File: src/rtl/satmac_pkg.sv
package satmac_pkg;
    parameter int unsigned MAC_WORD_W     = 32;
    parameter int unsigned MAC_SHORT_W    = 16;
    parameter int unsigned MAC_LONG_SAT_W = 48;
    localparam int unsigned MAC_ACC_W     = 2 * MAC_WORD_W;

    typedef logic [MAC_WORD_W-1:0] word_t;
    typedef logic [MAC_ACC_W-1:0]  acc_t;
    typedef logic [MAC_ACC_W:0]    wide_t;

    typedef enum logic {OP_LONG = 1'b0, OP_WORD = 1'b1} mac_op_e;

    typedef struct packed {
        mac_op_e op;
        logic    sat;
        word_t   opa;
        word_t   opb;
    } mac_req_t;

    typedef struct packed {
        logic wr_hi;
        logic wr_lo;
        acc_t value;
    } mac_res_t;

    localparam acc_t LONG_MAX = {{(MAC_ACC_W-MAC_LONG_SAT_W+1){1'b0}}, {(MAC_LONG_SAT_W-1){1'b1}}};
    localparam acc_t LONG_MIN = {{(MAC_ACC_W-MAC_LONG_SAT_W+1){1'b1}}, {(MAC_LONG_SAT_W-1){1'b0}}};
    localparam word_t WORD_MAX = {1'b0, {(MAC_WORD_W-1){1'b1}}};
    localparam word_t WORD_MIN = {1'b1, {(MAC_WORD_W-1){1'b0}}};
    localparam word_t OVF_MARK = word_t'(1);

    function automatic acc_t widen(word_t v);
        return {{MAC_WORD_W{v[MAC_WORD_W-1]}}, v};
    endfunction

    function automatic word_t short_to_word(word_t v);
        return {{(MAC_WORD_W-MAC_SHORT_W){v[MAC_SHORT_W-1]}}, v[MAC_SHORT_W-1:0]};
    endfunction

    // True when v is representable as a signed w-bit value.
    function automatic logic fits_signed(wide_t v, int unsigned w);
        logic ok;
        ok = 1'b1;
        for (int i = 0; i <= MAC_ACC_W; i++) begin
            if (i >= w && v[i] != v[w-1]) ok = 1'b0;
        end
        return ok;
    endfunction
endpackage

File: src/rtl/mac_opnd_stage.sv
module mac_opnd_stage
    import satmac_pkg::*;
(
    input  logic     clk,
    input  logic     rst,
    input  logic     start,
    input  logic     op_word,
    input  logic     sat_en,
    input  word_t    src_a,
    input  word_t    src_b,
    output logic     busy,
    output mac_req_t req
);
    logic take;
    assign take = start && !busy;

    always_ff @(posedge clk) begin
        if (rst) begin
            busy <= 1'b0;
            req  <= '0;
        end else begin
            busy <= take;
            if (take) begin
                req.op  <= op_word ? OP_WORD : OP_LONG;
                req.sat <= sat_en;
                req.opa <= op_word ? short_to_word(src_a) : src_a;
                req.opb <= op_word ? short_to_word(src_b) : src_b;
            end
        end
    end

    assert_one_cycle_busy_R9: assert property (@(posedge clk) disable iff (rst)
        busy |=> !busy);
    assert_idle_take_R8: assert property (@(posedge clk) disable iff (rst)
        (start && !busy) |=> busy);
endmodule

File: src/rtl/mac_sat_add.sv
module mac_sat_add
    import satmac_pkg::*;
(
    input  mac_req_t req,
    input  word_t    acc_hi,
    input  word_t    acc_lo,
    output mac_res_t res
);
    acc_t  prod;
    acc_t  acc;
    wide_t sum;

    always_comb begin
        prod = widen(req.opa) * widen(req.opb);
        acc  = {acc_hi, acc_lo};
        sum  = {acc[MAC_ACC_W-1], acc} + {prod[MAC_ACC_W-1], prod};
        res.wr_hi = 1'b1;
        res.wr_lo = 1'b1;
        res.value = sum[MAC_ACC_W-1:0];
        if (req.sat) begin
            if (req.op == OP_LONG) begin
                if (!fits_signed(sum, MAC_LONG_SAT_W))
                    res.value = sum[MAC_ACC_W] ? LONG_MIN : LONG_MAX;
            end else begin
                if (!fits_signed(sum, MAC_WORD_W))
                    res.value = {OVF_MARK, sum[MAC_ACC_W] ? WORD_MIN : WORD_MAX};
                else
                    res.wr_hi = 1'b0;
            end
        end
    end
endmodule

File: src/rtl/mac_acc_bank.sv
module mac_acc_bank
    import satmac_pkg::*;
(
    input  logic     clk,
    input  logic     rst,
    input  logic     hi_clr,
    input  logic     hi_ld,
    input  word_t    hi_wdata,
    input  logic     lo_clr,
    input  logic     lo_ld,
    input  word_t    lo_wdata,
    input  logic     res_vld,
    input  mac_res_t res,
    output word_t    acc_hi,
    output word_t    acc_lo
);
    localparam int unsigned HALVES = 2;

    logic [HALVES-1:0]                 clr_v, ld_v, wr_v;
    logic [HALVES-1:0][MAC_WORD_W-1:0] wd_v, rv_v, q_v;

    assign clr_v = {hi_clr, lo_clr};
    assign ld_v  = {hi_ld, lo_ld};
    assign wr_v  = {res.wr_hi, res.wr_lo};
    assign wd_v  = {hi_wdata, lo_wdata};
    assign rv_v  = res.value;

    for (genvar h = 0; h < HALVES; h++) begin : g_half
        word_t r;
        always_ff @(posedge clk) begin
            if (rst)                      r <= '0;
            else if (clr_v[h])            r <= '0;
            else if (ld_v[h])             r <= wd_v[h];
            else if (res_vld && wr_v[h])  r <= rv_v[h];
        end
        assign q_v[h] = r;

        assert_clear_wins_R10: assert property (@(posedge clk) disable iff (rst)
            clr_v[h] |=> (r == '0));
        assert_load_write_R11: assert property (@(posedge clk) disable iff (rst)
            (ld_v[h] && !clr_v[h]) |=> (r == $past(wd_v[h])));
    end

    assign acc_hi = q_v[1];
    assign acc_lo = q_v[0];
endmodule

File: src/rtl/satmac_unit.sv
module satmac_unit
    import satmac_pkg::*;
(
    input  logic        clk,
    input  logic        rst,
    input  logic        start,
    input  logic        op_word,
    input  logic        sat_en,
    input  logic [31:0] src_a,
    input  logic [31:0] src_b,
    output logic        done,
    input  logic        hi_clr,
    input  logic        hi_ld,
    input  logic [31:0] hi_wdata,
    input  logic        lo_clr,
    input  logic        lo_ld,
    input  logic [31:0] lo_wdata,
    output logic [31:0] acc_hi,
    output logic [31:0] acc_lo
);
    logic     busy;
    mac_req_t req;
    mac_res_t res;

    mac_opnd_stage u_stage (
        .clk(clk), .rst(rst), .start(start), .op_word(op_word), .sat_en(sat_en),
        .src_a(src_a), .src_b(src_b), .busy(busy), .req(req)
    );

    mac_sat_add u_add (
        .req(req), .acc_hi(acc_hi), .acc_lo(acc_lo), .res(res)
    );

    mac_acc_bank u_bank (
        .clk(clk), .rst(rst),
        .hi_clr(hi_clr), .hi_ld(hi_ld), .hi_wdata(hi_wdata),
        .lo_clr(lo_clr), .lo_ld(lo_ld), .lo_wdata(lo_wdata),
        .res_vld(busy), .res(res), .acc_hi(acc_hi), .acc_lo(acc_lo)
    );

    always_ff @(posedge clk) begin
        if (rst) done <= 1'b0;
        else     done <= busy;
    end

    assert_done_follows_R8: assert property (@(posedge clk) disable iff (rst)
        busy |=> done);
    assert_done_pulse_R8: assert property (@(posedge clk) disable iff (rst)
        done |=> !done);
    assert_long_range_R4: assert property (@(posedge clk) disable iff (rst)
        (busy && req.op == OP_LONG && req.sat && !hi_clr && !hi_ld)
        |=> (acc_hi[31:15] == '0 || acc_hi[31:15] == '1));
endmodule

File: config.mk
export PLATFORM = sky130hd
export DESIGN_NAME = satmac_unit
export DESIGN_NICKNAME = d
export VERILOG_FILES = /design/src/rtl/satmac_pkg.sv /design/src/rtl/mac_opnd_stage.sv /design/src/rtl/mac_sat_add.sv /design/src/rtl/mac_acc_bank.sv /design/src/rtl/satmac_unit.sv
export SDC_FILE = /design/constraint.sdc
export NUM_CORES = 2
export LEC_CHECK = 0
export BUFFER_PORTS_ARGS = -buffer_cell sky130_fd_sc_hd__buf_2
export CAP_MARGIN = 20
export CORE_MARGIN = 2
export CORE_UTILIZATION = 45
export DETAILED_ROUTE_END_ITERATION = 10
export PLACE_DENSITY_LB_ADDON = 0.25
export SKIP_LAST_GASP = 1
export SLEW_MARGIN = 40
export SYNTH_ARGS = -nofsm -noshare
export SYNTH_HDL_FRONTEND = slang
export SYNTH_HIERARCHICAL = 1
export SYNTH_SLANG_ARGS = --single-unit
File: constraint.sdc
create_clock -name clk -period 13.4 [get_ports clk]
set_clock_uncertainty 0.2 [all_clocks]
set_input_delay 0.67 -clock clk [delete_from_list [all_inputs] [get_ports clk]]
set_output_delay 0.67 -clock clk [all_outputs]
set_load 0.02 [all_outputs]
==> results.yml <==
status:
  outcome: "completed"
global_routing:
  antenna_found_initial: 6
  grt_max_degree: 102
  grt_pass1_vias: 38610
  grt_overflow_total: 0
  grt_pass1_wl_um: 229600
  grt_usage_pct: 27.48
pwr:
  pwr_density_cell_nw_per_um2: 184.3
  vdd_drop_max_mv: 0.2264
  leakagePower_nw: 23.73
logic_synthesis:
  synthArstFlopShare_pct: 0
  syn-num-nets: 6860
  ys.warnings.count: 6
  synth_edf_count: 0
  synth-seq-cells: 132
  synth_area_per_cell_sq_um: 9.159
  yosysTopAreaCell: "fa_1"
  yosys.cell_count.top_type: "fa_1"
  synth_cells: 5283
  synth_seq_area_share_pct: 5.461
  syn_area_sq_um: 48390
  synthDistinctLibCells: 98
  ys_dominant_reg_cell: "dfxtp_1"
  synth_top_cell_area_share_pct: 50.56
  synth_area_leaders: "fa_1 51%, inv_1 9.3%, nand2_1 5.7%"
  ys_top_cells_by_count: "1,222 x fa_1, 1,194 x inv_1, 729 x nand2_1"
critical_path:
  end_kind: "register"
  critPathSlowestCell: "fa_1"
  cp.required_ps: 13610
  crit_top_cell: "fa_1"
  cp.arrival_ps: 11580
  slowest_delay_ps: 820
  start_kind: "register"
  path_class: "register to register"
  path_max_fanout: 41
timing:
  period_share_pct: 84.87
  setup_slack_ps: 2028
  layout_min_cycle_time_ps: 11370
  worstMarginPinSlew_ps: 859.6
  rsz0062_at_grt: "false"
  relSlewSlack_pct: 42.09
  fin_tns_setup_ps: 0
  setup_violations: 0
  final_max_slew_viol_count: 0
  fmax_mhz: 87.93
  finalHoldViolations: 0
routing:
  num_vias: 36140
  routed_wl_um: 146400
  drc: 0
  dr.pass1.iters: 5
  ant_nets: 0
  initialDrtViolationCount: 2522
  via_per_inst: 5.411
  wl_per_cell_um: 21.92
cells_and_area:
  final_nets: 6835
  post-route-util_pct: 47.71
  syn_to_final_growth_pct: 5.399
  fin_area_sq_um: 51000
  final_cells: 6678
  drive_above_1_share_pct: 7.930
clocking:
  cts_root_buf: "clkbuf_16"
  numCtsBuffers: 17
  cts.clk_slew.worst_paths_ps: 90
  postCtsResizedCells: 0
  cts_tree: "done"
  cts.sinks: 132
  cts_hold_buf: 0
  cts_setup_buffers: 0
  clk-insertion-delay-late_ps: 530
  clk_path_buf_depth: 2
  cts_max_level: 4
place:
  numPortBuffers: 201
  placedInstanceArea_sq_um: 50360
  place.gp.congestion: 0.9474
  dp_cells: 6642
  place_ws_ps: 2397
  dp.final_hpwl_um: 119500
die:
  ios: 202
  design.die.area_sq_um: 110200
  die_width_um: 331.9
  start_util_pct: 45.26
  die_h_um: 331.9
  num_rows: 120
  core_area_sq_um: 106900
flow_run:
  max-cap-violations: 0
worst_hold_path:
  hold_path.class: "input pin to register"
## placed cells by master, fill, tap and decap left out, drive strengths merged, types with 7 or more instances in the layout
| cell type | instances |
|---|---|
| a211oi | 49 |
| a21boi | 68 |
| a21o | 23 |
| a21oi | 122 |
| a221oi | 8 |
| a31oi | 8 |
| and2 | 425 |
| and3 | 75 |
| buf | 271 |
| clkbuf | 17 |
| clkinv | 7 |
| dfxtp | 132 |
| fa | 1222 |
| ha | 218 |
| inv | 1198 |
| nand2 | 729 |
| nand2b | 129 |
| nand3 | 22 |
| nand4 | 36 |
| nor2 | 94 |
| nor3 | 26 |
| nor4 | 9 |
| o211ai | 11 |
| o21ai | 110 |
| o21bai | 11 |
| o221ai | 7 |
| o22ai | 9 |
| o311a | 64 |
| or3 | 11 |
| xnor2 | 44 |
| xor2 | 20 |
## metal layers
metal / share of wire [%] / track usage [%] / vias up
met2: 50 / 46.74 / 1233
met1: 40 / 35.30 / 18970
li1: - / - / 15710
met5: 0 / 0 / -
met4: 4.0 / 10.53 / 0
met3: 6.4 / 4.396 / 226
## report_power, final
group | switching [W] | leakage [nW] | internal (W)
clock network | 0.000258 | 0.302 | 0.000298
logic | 0.00547 | 22.3 | 0.00288
registers | 0.0000695 | 1.09 | 0.000424
## cells by family (layout without fill, tap and decap cells)
group	count (synthesis)	count (layout)	share of synthesized area (%)
buffers and inverters	1509	1497	12.12
flip-flops	132	132	5.461
AO/OA/AOI/OAI	547	547	8.678
other	1	5	0.007750
multiplexers	7	7	0.1603
AND/OR/NAND/NOR	1583	1583	16.22
XOR/XNOR	64	64	1.158
adder cells (fa/ha/maj)	1440	1440	56.20
## per-stage QoR
stage	hold WS (ps)	total power, W
floorplan	256.7	0.006128
global placement	321.4	0.008718
detailed placement	324.5	0.008706
CTS	133.9	0.009341
global route	157.0	0.01018
finish	165.8	0.009400
## critical path: cells and delay by family (launching register included)
kind / cells / cell delay [ps]
xor gates and xnor gates: 1 / 390
muxes: 1 / 340
and+or+nand+nor: 5 / 1280
AOI/OAI and AO/OA: 8 / 2520
DFF: 1 / 300
buffers and inverters: 4 / 1040
adders and majority gates: 9 / 5140
## path summary, 6_finish.rpt
check                               startpoint                             end  slack, ps  depth (start not counted)
setup / recovery   u_stage/req[5]$_SDFFE_PP0P_  u_bank/acc_hi[12]$_SDFFE_PP0P_       2030                         28
hold / removal                       src_b[13]    u_stage/req[13]$_SDFFE_PP0P_        170                          3
setup reg to reg   u_stage/req[5]$_SDFFE_PP0P_  u_bank/acc_hi[12]$_SDFFE_PP0P_       2030                         28
hold reg to reg   u_stage/req[57]$_SDFFE_PP0P_    u_stage/req[57]$_SDFFE_PP0P_        350                          2
## registers in the layout, indices dropped and copies added, names as in the netlist
| signal | flops |
|---|---|
| u_stage/req | 66 |
| u_bank/acc_hi | 32 |
| u_bank/acc_lo | 32 |
| done | 1 |
| u_stage/busy | 1 |
## cell type report
class,count,area [sq um]
multi-input cells,3642,39910
inverters,1194,4482
repair buffers,271,1546
fillers,10320,55900
clock inverters,15,196.4
clock buffers,17,425.4
diodes,4,10.01
flip-flops and latches,132,2675
well taps,1403,1755
Power figures use the tool's default switching activity.
